===== src/rtl/tick_timer_pkg.sv =====
package tick_timer_pkg;
  typedef enum logic [1:0] {
    SRC_4096 = 2'b00,
    SRC_64   = 2'b01,
    SRC_1    = 2'b10,
    SRC_MIN  = 2'b11
  } tmr_src_e;

  typedef enum logic [1:0] {
    OUT_32768 = 2'b00,
    OUT_1024  = 2'b01,
    OUT_32    = 2'b10,
    OUT_1     = 2'b11
  } clk_sel_e;

  typedef struct packed {
    logic t4096;
    logic t64;
    logic t1;
    logic tmin;
  } ticks_t;
endpackage


===== src/rtl/tick_prescaler.sv =====
module tick_prescaler
  import tick_timer_pkg::*;
#(
  parameter int DIV_BITS    = 15,
  parameter int SEC_PER_MIN = 60
) (
  input  logic                clk_i,
  input  logic                rst_ni,
  output ticks_t              ticks_o,
  output logic [DIV_BITS-1:0] div_o
);
  localparam int SH_4096 = DIV_BITS - 12;
  localparam int SH_64   = DIV_BITS - 6;
  localparam int SW      = (SEC_PER_MIN > 1) ? $clog2(SEC_PER_MIN) : 1;
  localparam logic [SW-1:0] SEC_LAST = SW'(SEC_PER_MIN - 1);

  logic [DIV_BITS-1:0] div_q;
  logic [SW-1:0]       sec_q;

  always_ff @(posedge clk_i or negedge rst_ni) begin
    if (!rst_ni) div_q <= '0;
    else         div_q <= div_q + 1'b1;
  end

  always_ff @(posedge clk_i or negedge rst_ni) begin
    if (!rst_ni)                        sec_q <= '0;
    else if (&div_q) sec_q <= (sec_q == SEC_LAST) ? '0 : sec_q + 1'b1;
  end

  always_comb begin
    ticks_o.t4096 = &div_q[SH_4096-1:0];
    ticks_o.t64   = &div_q[SH_64-1:0];
    ticks_o.t1    = &div_q;
    ticks_o.tmin  = (&div_q) && (sec_q == SEC_LAST);
  end

  assign div_o = div_q;

  assert_sec_in_range_R4: assert property (@(posedge clk_i) disable iff (!rst_ni)
    sec_q <= SEC_LAST);
  assert_sec_steps_on_second_R4: assert property (@(posedge clk_i) disable iff (!rst_ni)
    (sec_q != $past(sec_q)) |-> $past(&div_q));
endmodule


===== src/rtl/tick_countdown.sv =====
module tick_countdown
  import tick_timer_pkg::*;
#(
  parameter int CW        = 8,
  parameter int W_FAST    = 8,
  parameter int W_SLOW    = 512
) (
  input  logic          clk_i,
  input  logic          rst_ni,
  input  ticks_t        ticks_i,
  input  logic          en_i,
  input  tmr_src_e      src_i,
  input  logic          val_wr_i,
  input  logic [CW-1:0] val_i,
  output logic [CW-1:0] count_o,
  output logic          fire_o,
  output logic          pulse_o
);
  localparam int PW = $clog2(W_SLOW + 1);
  localparam logic [PW-1:0] PW_FAST  = PW'(W_FAST);
  localparam logic [PW-1:0] PW_SLOW  = PW'(W_SLOW);

  logic [CW-1:0] cnt_q, reload_q;
  logic          fire_q;
  logic [PW-1:0] pw_q, width;
  logic          tick, expire;

  always_comb begin
    unique case (src_i)
      SRC_4096: tick = ticks_i.t4096;
      SRC_64:   tick = ticks_i.t64;
      SRC_1:    tick = ticks_i.t1;
      default:  tick = ticks_i.tmin;
    endcase
  end

  assign expire = !val_wr_i && en_i && tick && (cnt_q == CW'(1));

  // n == 1 halves the pulse for the two fast sources only
  always_comb begin
    unique case (src_i)
      SRC_4096: width = (reload_q == CW'(1)) ? (PW_FAST >> 1) : PW_FAST;
      SRC_64:   width = (reload_q == CW'(1)) ? (PW_SLOW >> 1) : PW_SLOW;
      default:  width = PW_SLOW;
    endcase
  end

  always_ff @(posedge clk_i or negedge rst_ni) begin
    if (!rst_ni) begin
      cnt_q    <= '0;
      reload_q <= '0;
      fire_q   <= 1'b0;
    end else begin
      fire_q <= expire;
      if (val_wr_i) begin
        cnt_q    <= val_i;
        reload_q <= val_i;
      end else if (expire) begin
        cnt_q <= reload_q;
      end else if (en_i && tick && cnt_q != '0) begin
        cnt_q <= cnt_q - 1'b1;
      end
    end
  end

  always_ff @(posedge clk_i or negedge rst_ni) begin
    if (!rst_ni)         pw_q <= '0;
    else if (expire)     pw_q <= width;
    else if (pw_q != '0) pw_q <= pw_q - 1'b1;
  end

  assign count_o = cnt_q;
  assign fire_o  = fire_q;
  assign pulse_o = (pw_q != '0);

  assert_fire_reloads_R6: assert property (@(posedge clk_i) disable iff (!rst_ni)
    fire_q |-> (cnt_q == reload_q));
  assert_write_blocks_fire_R5: assert property (@(posedge clk_i) disable iff (!rst_ni)
    fire_q |-> !$past(val_wr_i));
  assert_count_never_rises_R2: assert property (@(posedge clk_i) disable iff (!rst_ni)
    (!$past(val_wr_i) && !fire_q) |-> (cnt_q <= $past(cnt_q)));
  assert_hold_when_off_R7: assert property (@(posedge clk_i) disable iff (!rst_ni)
    (!$past(en_i) && !$past(val_wr_i)) |-> $stable(cnt_q));
  assert_pulse_with_fire_R12: assert property (@(posedge clk_i) disable iff (!rst_ni)
    fire_q |-> pulse_o);
  assert_pulse_bounded_R9: assert property (@(posedge clk_i) disable iff (!rst_ni)
    pw_q <= PW_SLOW);
endmodule


===== src/rtl/tick_clkout.sv =====
module tick_clkout
  import tick_timer_pkg::*;
#(
  parameter int DIV_BITS = 15
) (
  input  logic                clk_i,
  input  logic                rst_ni,
  input  logic [DIV_BITS-1:0] div_i,
  input  logic                en_i,
  input  clk_sel_e            sel_i,
  output logic                clk_o
);
  localparam int TAP_1024 = DIV_BITS - 11;
  localparam int TAP_32   = DIV_BITS - 6;
  localparam int TAP_1    = DIV_BITS - 1;

  logic wave;

  always_comb begin
    unique case (sel_i)
      OUT_32768: wave = clk_i;
      OUT_1024:  wave = div_i[TAP_1024];
      OUT_32:    wave = div_i[TAP_32];
      default:   wave = div_i[TAP_1];
    endcase
  end

  assign clk_o = en_i & wave;

  assert_clkout_low_when_off_R13: assert property (@(negedge clk_i) disable iff (!rst_ni)
    !en_i |-> !clk_o);
endmodule


===== src/rtl/tick_timer.sv =====
module tick_timer
  import tick_timer_pkg::*;
#(
  parameter int DIV_BITS    = 15,
  parameter int SEC_PER_MIN = 60,
  parameter int CW          = 8
) (
  input  logic          clk_i,
  input  logic          rst_ni,
  input  logic          tmr_ctrl_wr_i,
  input  logic [7:0]    tmr_ctrl_i,
  input  logic          tmr_val_wr_i,
  input  logic [CW-1:0] tmr_val_i,
  input  logic          clk_ctrl_wr_i,
  input  logic [7:0]    clk_ctrl_i,
  input  logic          pulse_mode_i,
  input  logic          irq_en_i,
  input  logic          tmr_flag_i,
  output logic [CW-1:0] tmr_count_o,
  output logic          tmr_fire_o,
  output logic          tmr_irq_o,
  output logic          clk_out_o
);
  localparam int W_FAST = 1 << (DIV_BITS - 12);
  localparam int W_SLOW = 1 << (DIV_BITS - 6);

  logic                tmr_en_q, clk_en_q;
  tmr_src_e            tmr_src_q;
  clk_sel_e            clk_sel_q;
  ticks_t              ticks;
  logic [DIV_BITS-1:0] div;
  logic                pulse;
  logic                unused_ctrl;

  assign unused_ctrl = ^{tmr_ctrl_i[6:2], clk_ctrl_i[6:2]};

  always_ff @(posedge clk_i or negedge rst_ni) begin
    if (!rst_ni) begin
      tmr_en_q  <= 1'b0;
      tmr_src_q <= SRC_MIN;
      clk_en_q  <= 1'b1;
      clk_sel_q <= OUT_32768;
    end else begin
      if (tmr_ctrl_wr_i) begin
        tmr_en_q  <= tmr_ctrl_i[7];
        tmr_src_q <= tmr_src_e'(tmr_ctrl_i[1:0]);
      end
      if (clk_ctrl_wr_i) begin
        clk_en_q  <= clk_ctrl_i[7];
        clk_sel_q <= clk_sel_e'(clk_ctrl_i[1:0]);
      end
    end
  end

  tick_prescaler #(.DIV_BITS(DIV_BITS), .SEC_PER_MIN(SEC_PER_MIN)) u_pre (
    .clk_i  (clk_i),
    .rst_ni (rst_ni),
    .ticks_o(ticks),
    .div_o  (div)
  );

  tick_countdown #(.CW(CW), .W_FAST(W_FAST), .W_SLOW(W_SLOW)) u_cd (
    .clk_i   (clk_i),
    .rst_ni  (rst_ni),
    .ticks_i (ticks),
    .en_i    (tmr_en_q),
    .src_i   (tmr_src_q),
    .val_wr_i(tmr_val_wr_i),
    .val_i   (tmr_val_i),
    .count_o (tmr_count_o),
    .fire_o  (tmr_fire_o),
    .pulse_o (pulse)
  );

  tick_clkout #(.DIV_BITS(DIV_BITS)) u_co (
    .clk_i (clk_i),
    .rst_ni(rst_ni),
    .div_i (div),
    .en_i  (clk_en_q),
    .sel_i (clk_sel_q),
    .clk_o (clk_out_o)
  );

  assign tmr_irq_o = irq_en_i & (pulse_mode_i ? pulse : tmr_flag_i);

  assert_irq_gated_R11: assert property (@(posedge clk_i) disable iff (!rst_ni)
    !irq_en_i |-> !tmr_irq_o);
endmodule


===== config.mk =====
export PLATFORM = sky130hd
export DESIGN_NAME = tick_timer
export DESIGN_NICKNAME = d
export VERILOG_FILES = /design/src/rtl/tick_timer_pkg.sv /design/src/rtl/tick_prescaler.sv /design/src/rtl/tick_countdown.sv /design/src/rtl/tick_clkout.sv /design/src/rtl/tick_timer.sv
export SDC_FILE = /design/constraint.sdc
export NUM_CORES = 1
export LEC_CHECK = 0
export BUFFER_PORTS_ARGS = -buffer_cell sky130_fd_sc_hd__buf_4
export CELL_PAD_IN_SITES_DETAIL_PLACEMENT = 0
export CELL_PAD_IN_SITES_GLOBAL_PLACEMENT = 2
export CORE_MARGIN = 1
export CORE_UTILIZATION = 36
export DETAILED_ROUTE_END_ITERATION = 12
export GPL_TIMING_DRIVEN = 0
export PLACE_DENSITY = 0.82
export SLEW_MARGIN = 0
export SYNTH_ARGS = -nofsm -noshare
export SYNTH_HDL_FRONTEND = slang
export SYNTH_HIERARCHICAL = 1
export SYNTH_SLANG_ARGS = --single-unit

===== constraint.sdc =====
create_clock -name clk_i -period 3.23 [get_ports clk_i]
set_clock_uncertainty 0.1 [all_clocks]
set_input_delay 0.4845 -clock clk_i [delete_from_list [all_inputs] [get_ports clk_i]]
set_output_delay 0.4845 -clock clk_i [all_outputs]
set_load 0.02 [all_outputs]

[Yosys cells after proc, flatten, opt, wreduce, memory -nomap -nowiden]
Cells that the tools add are included.
Storage, ports and cells
  register bits: 54
  bits in latches: 0
  memory bits (writable): 0
  memory bits (read-only): 0
  bits of input ports: 32
  output and inout port bits: 11
  memories: 0
Operators by class
  add/subtract/negate cells: 4
  multipliers: 0
  divide/modulo/power cells: 0
  order comparisons: 0
  equal/unequal tests: 7
  shifts and indexed selects: 0
  mux-type cells: 12
  bitwise operators: 2
  reduce and logical (&&, ||, !) cells: 16
Operators by type and width (number)
  $mux 10: 3
  $mux 8: 3
  $pmux 10 s2: 1
  $eq 8x1->1 const B: 2
  $add 15x1->15 const B: 1
  $reduce_and 15->1: 1
  $reduce_bool 10->1: 1
  $sub 10x1->10 const B: 1
  $reduce_and 9->1: 1
  $reduce_bool 8->1: 1
  $sub 8x1->8 const B: 1
  $add 6x1->6 const B: 1
  $eq 6x6->1 const B: 1
  $logic_and 1x1->1: 6
  $mux 6: 1
  $pmux 1 s3: 2
  $eq 2x1->1 const B: 2
  $eq 2x2->1 const B: 2
  $logic_not 2->1: 2
  $mux 4: 1
  $reduce_and 3->1: 1
  $reduce_bool 3->1: 1
  $and 1x1->1: 2
  $reduce_bool 2->1: 1
  other kinds (2): 2

[Logic depth before layout (Yosys ltp)]
Gate-level depths: netlist of run 1.
  depth in word-level cells: 8
  mapped depth: 11
  mapped depth without buffers: 11

[By module]
The synthesis of run 1 kept the hierarchy.
By module, submodules not included
  tick_countdown: instances 1, cells an instance 174, area an instance 1600.3 um^2, sequential area each 675.6 um^2
  tick_prescaler: instances 1, cells an instance 85, area an instance 1019.7 um^2, sequential area each 525.5 um^2
  tick_timer: instances 1, cells an instance 14, area an instance 237.7 um^2, sequential area each 153.9 um^2
  tick_clkout: instances 1, cells an instance 2, area an instance 28.8 um^2, sequential area each 0.0 um^2

==> impl_metrics.json, run 1 <==
{
  "status": "complete, but fails checks",
  "violations": "negative hold slack",
  "hold_buffers": 0,
  "syn_nets": 314,
  "port_buffers": 32,
  "drt_iter0_drc": 99,
  "synth_area_sq_um": 2890,
  "synthFlopType": "dfrtp_1",
  "relSlewSlack": 0.527,
  "chipWidth_um": 91.5,
  "layout-drive-gt1-share": 0.243,
  "arrival_ns": 2.60,
  "cp_max_fo": 2,
  "timing.max_cap.violations": 0,
  "fp.coreArea_sq_um": 7730,
  "grt_pass1_vias": 2166,
  "netlist_instances": 275,
  "die_area_sq_um": 8380,
  "layout_commonest_cell": "dfrtp_1",
  "max_slew.worst_pin.slew_ns": 0.709,
  "critPathLaunchType": "clock port",
  "n_antenna_cell": 0,
  "start_util": 0.374,
  "post_cts_resized": 0,
  "worstPathRequired_ns": 2.65,
  "synth_top_area_cell": "dfrtp_1",
  "final_cell_mix": "dfrtp_1, buf_4, nor2_1",
  "place_hpwl_mm": 4.31,
  "routed_wl_mm": 6.20,
  "holdWs_ns": -0.00360,
  "post_cts_buffers": 0,
  "avgViaCountPerCell": 5.18,
  "worstReg2RegStart": "u_pre/div_o[2]$_DFF_PN0_",
  "placed_cell_area_sq_um": 3250,
  "grt.overflow.total": 0,
  "ys_ff_latch": 54,
  "ir_drop_v": 0.000206,
  "r2r_end": "u_cd/count_o[1]$_DFFE_PN0P_",
  "tns_ns": 0,
  "report.final.slew_viol_count": 0,
  "vias": 2191,
  "synth_seq_area_share": 0.469,
  "synth_top_area_frac": 0.442,
  "multi_input_area_sq_um": 1440,
  "end_kind": "primary output",
  "io-pin-count": 43,
  "final_util": 0.442,
  "gp_congestion": 0.785,
  "nNetsFinal": 359,
  "grt_start_max_net_pins": 55,
  "syn_to_final_growth_pct": 18.3,
  "setup_ws_ns": 0.0502,
  "async_flop_share": 1.00,
  "stdcell_count": 423,
  "dieHeight_um": 91.5,
  "synth_warnings": 6,
  "hold_class": "in -> async",
  "slowest_delay_ns": 0.43,
  "cpMostUsedCell": "clkbuf_8",
  "power.density_nw_per_um2": 464,
  "critPathLaunch": "clk_i",
  "syn_avg_cell_area_sq_um": 10.5,
  "track_usage": 0.164,
  "ys_types": 60,
  "final_antenna_net_count": 0,
  "dp.cells": 409,
  "critPathSlowestCell": "mux4_2",
  "worstSkewPairLatency_ns": 0.42,
  "nFillCells": 760,
  "synth_edf_count": 0,
  "setup_viol": 0,
  "rsz0062_at_grt": "no",
  "rrSetupSlack_ns": 0.29,
  "dr.pass1.iters": 4,
  "p_total_mw": 1.58,
  "antenna_found_initial": 0,
  "leakagePower_nw": 1.52,
  "preCtsSetupSlack_ns": 0.0400,
  "final_area_sq_um": 3420,
  "hold_violations": 2,
  "path_class": "clk -> out",
  "clk_pin_slew_ns": 0.11,
  "path_cells": "clkbuf_8, clkbuf_8, mux4_2, and2_1, buf_4",
  "regArea_sq_um": 1360,
  "critical_path.endpoint": "clk_out_o",
  "grt_pass1_wl_mm": 10.6,
  "rows": 32,
  "tritoncts": "done",
  "remaining_drc_errors": 0,
  "wl_per_cell_um": 14.7,
  "reg2reg_depth": 11,
  "synth_area_leaders": "dfrtp_1, mux2_2, nor2_1, mux2i_1, ha_1"
}
-- layout make-up --
| cell class | count | share of cell area |
|---|---|---|
| clock buffer | 9 | 0.0344 |
| clock inverter | 3 | 0.00842 |
| sequential | 54 | 0.397 |
| timing repair buffer | 34 | 0.0747 |
| inverter | 16 | 0.0176 |
| multi-input combinational | 199 | 0.421 |
| tap | 102 | 0.0374 |
| buffer | 6 | 0.00952 |
-- cells in the mapped netlist (2+ instances only) --
cell type  instances
dfrtp_1           51
and3_1             3
o22ai_1            3
o21ai_0           12
nand3_1            8
nand4_1            4
ha_1               7
nor3_1             7
xor2_1             9
xnor2_1            9
a211oi_1           3
dfstp_2            3
nand2_1           22
clkbuf_1           3
o2bb2ai_1          4
nor3b_1            2
nand2b_1           5
nor4_1             4
nor3_2             2
inv_2              2
o2111ai_1          3
nand4_4            2
mux2_2            10
or4_1              3
nor2_1            25
o211ai_1           3
mux2_4             2
and2_1             3
a21oi_1            5
mux2i_1            9
a211o_1            2
inv_1             14
nand3_2            2
nor2b_1            3
-- flip-flops by register name, indices dropped and copies added (netlist names), 2 cells and up --
| name | flops |
|---|---|
| tmr_src_q | 2 |
| u_pre/div_o | 15 |
| u_cd/count_o | 8 |
| u_pre/sec_q | 6 |
| u_cd/reload_q | 8 |
| u_cd/pw_q | 10 |
| clk_sel_q | 2 |
-- worst min-delay path by stage --
stage	from	to	slack, ns	cells after the start
floorplan	rst_ni	clk_sel_q[0]$_DFFE_PN0P_	0.09	0
CTS	rst_ni	u_cd/count_o[4]$_DFFE_PN0P_	0.02	1
global route	rst_ni	u_cd/reload_q[4]$_DFFE_PN0P_	0.04	1
detailed placement	u_pre/div_o[0]$_DFF_PN0_	u_pre/div_o[0]$_DFF_PN0_	0.38	1
finish	rst_ni	u_cd/reload_q[3]$_DFFE_PN0P_	-0.004	1
global placement	u_pre/div_o[13]$_DFF_PN0_	u_pre/div_o[13]$_DFF_PN0_	0.35	1
-- worst max-delay path, delay by kind of cell --
| family | cells | cell delay (ns) |
|---|---|---|
| buffers and inverters | 3 | 0.38 |
| and+or+nand+nor | 1 | 0.17 |
| muxes | 1 | 0.43 |
-- report_power, final --
| group | leakage (nW) | total, mW | switching (mW) | internal [mW] |
|---|---|---|---|---|
| clock network | 0.0872 | 0.526 | 0.272 | 0.254 |
| registers | 0.660 | 0.830 | 0.0856 | 0.745 |
| logic | 0.777 | 0.228 | 0.113 | 0.115 |
-- routing by layer --
metal  share of wire  GRT usage  up-vias
li1                -          -     1080
met1            0.49      0.218     1073
met2            0.47      0.252       29
met3           0.030     0.0385        9
met4           0.018     0.0767        0
met5               0          0        -
-- kinds of logic (layout without fill, tap and decap cells) --
kind of cell,Yosys count,in the layout,share of synthesized area
buffers and inverters,22,68,0.0321
AO/OA/AOI/OAI,46,46,0.111
multiplexers,23,23,0.0923
AND/OR/NAND/NOR,105,105,0.210
XOR/XNOR,18,18,0.0546
flip-flops,54,54,0.469
adder cells (fa/ha/maj),7,7,0.0303
No activity file was read; power rests on OpenSTA's default activity.
==> run 2, diff against run 1 <==
--- a/config.mk
+++ b/config.mk
@@ -9,10 +9,11 @@
 export CELL_PAD_IN_SITES_DETAIL_PLACEMENT = 0
 export CELL_PAD_IN_SITES_GLOBAL_PLACEMENT = 2
 export CORE_MARGIN = 1
-export CORE_UTILIZATION = 36
+export CORE_UTILIZATION = 38
+export CTS_BUF_LIST = sky130_fd_sc_hd__clkbuf_8
 export DETAILED_ROUTE_END_ITERATION = 12
 export GPL_TIMING_DRIVEN = 0
-export PLACE_DENSITY = 0.82
+export PLACE_DENSITY = 0.86
 export SLEW_MARGIN = 0
 export SYNTH_ARGS = -nofsm -noshare
 export SYNTH_HDL_FRONTEND = slang
==> run 2 against run 1 <==
  * The run now ends clean
  * Sequential cell count is the same
  * Cell area is essentially flat
  * Routed wire length shrank 2.9%
  * Highest routed layer unchanged
==> impl_metrics.json, run 2 (synthesis gave the netlist of run 1 again) <==
{
  "dp.cells": 406,
  "layout_commonest_cell": "dfrtp_1",
  "nFillCells": 736,
  "nNetsFinal": 358,
  "clk_pin_slew_ns": 0.09,
  "arrival_ns": 2.58,
  "wl_per_cell_um": 14.4,
  "drt_iter0_drc": 112,
  "remaining_drc_errors": 0,
  "grt.overflow.total": 0,
  "avgViaCountPerCell": 5.13,
  "final_cell_mix": "dfrtp_1, buf_4, nor2_1",
  "gp_congestion": 0.778,
  "tritoncts": "done",
  "setup_viol": 0,
  "final_antenna_net_count": 0,
  "critPathLaunchType": "clock port",
  "hold_violations": 0,
  "dr.pass1.iters": 4,
  "chipWidth_um": 89.2,
  "end_kind": "primary output",
  "cp_max_fo": 2,
  "path_class": "clk -> out",
  "report.final.slew_viol_count": 0,
  "tns_ns": 0,
  "dieHeight_um": 89.2,
  "port_buffers": 32,
  "worstPathRequired_ns": 2.65,
  "power.density_nw_per_um2": 470,
  "grt_start_max_net_pins": 55,
  "antenna_found_initial": 0,
  "grt_pass1_wl_mm": 10.2,
  "hold_class": "in -> async",
  "rows": 31,
  "worstSkewPairLatency_ns": 0.41,
  "start_util": 0.396,
  "fp.coreArea_sq_um": 7290,
  "die_area_sq_um": 7950,
  "syn_to_final_growth_pct": 18.2,
  "max_slew.worst_pin.slew_ns": 0.669,
  "hold_buffers": 0,
  "relSlewSlack": 0.548,
  "largest_reg_flops": 15,
  "preCtsSetupSlack_ns": 0.0669,
  "routed_wl_mm": 6.02,
  "status": "completed",
  "final_util": 0.468,
  "grt_pass1_vias": 2059,
  "timing.max_cap.violations": 0,
  "layout-drive-gt1-share": 0.234,
  "rsz0062_at_grt": "no",
  "leakagePower_nw": 1.53,
  "place_hpwl_mm": 4.27,
  "n_antenna_cell": 0,
  "io-pin-count": 43,
  "vias": 2151,
  "setup_ws_ns": 0.0630,
  "stdcell_count": 419,
  "track_usage": 0.173,
  "ir_drop_v": 0.000198,
  "rrSetupSlack_ns": 0.32
}
==> run 2: cell types whose count changed in the layout (fill, tap and decap cells not counted), sizes merged <==
cell / delta
buf: -1
bufinv: +1
clkinv: -1
==> run 2: stage by stage <==
step	total power [mW]	hold slack, ns	cell area (sq um)
after floorplan	0.984	0.0889	2890
after global routing	1.71	0.0493	3410
after global placement	1.08	0.352	3250
final	1.61	0.0113	3410
after detailed placement	1.09	0.366	3250
after CTS	1.63	0.0350	3400
==> run 2: power breakdown <==
group | internal [mW] | switching (mW)
logic | 0.115 | 0.113
registers | 0.745 | 0.0814
clock network | 0.317 | 0.234
==> run 2: worst paths after layout <==
path,startpoint,to,cells past startpoint
max,clk_i,clk_out_o,5
min reg2reg,u_pre/div_o[13]$_DFF_PN0_,u_pre/div_o[13]$_DFF_PN0_,1
max reg2reg,u_pre/div_o[0]$_DFF_PN0_,u_cd/count_o[1]$_DFFE_PN0P_,11
min in group clk_i,tmr_val_i[3],u_cd/reload_q[3]$_DFFE_PN0P_,3
max in group asynchronous,rst_ni,u_cd/count_o[1]$_DFFE_PN0P_,1
min,rst_ni,u_pre/sec_q[4]$_DFFE_PN0P_,1
==> run 2: final cells by class <==
type                    instances  area (sq um)  area share
flip-flops and latches         54          1360       0.397
multi-input cells             199          1440       0.422
repair buffers                 33           248      0.0726
clock buffers                   9           118      0.0345
well taps                      99           124      0.0363
plain buffers                   6          32.5     0.00953
inverters                      16          60.1      0.0176
clock inverters                 3          37.5      0.0110
==> run 2: repair_timing <==
action / CTS / global route
resized for setup: 0 / 0
setup buffers: 0 / 2
endpoints found under the setup margin: 0 / 7
==> run 2: critical path, cell delays in order <==
cell      delay [ns]
clkbuf_8        0.11
clkbuf_8        0.12
mux4_2          0.43
and2_1          0.17
buf_4           0.15
==> run 2: layer usage <==
layer | vias up | GRT usage | routed length (um)
li1 | 1080 | - | -
met5 | - | 0 | 0
met3 | 6 | 0.0369 | 206
met4 | 0 | 0.0750 | 74
met1 | 1027 | 0.251 | 3030
met2 | 38 | 0.248 | 2710
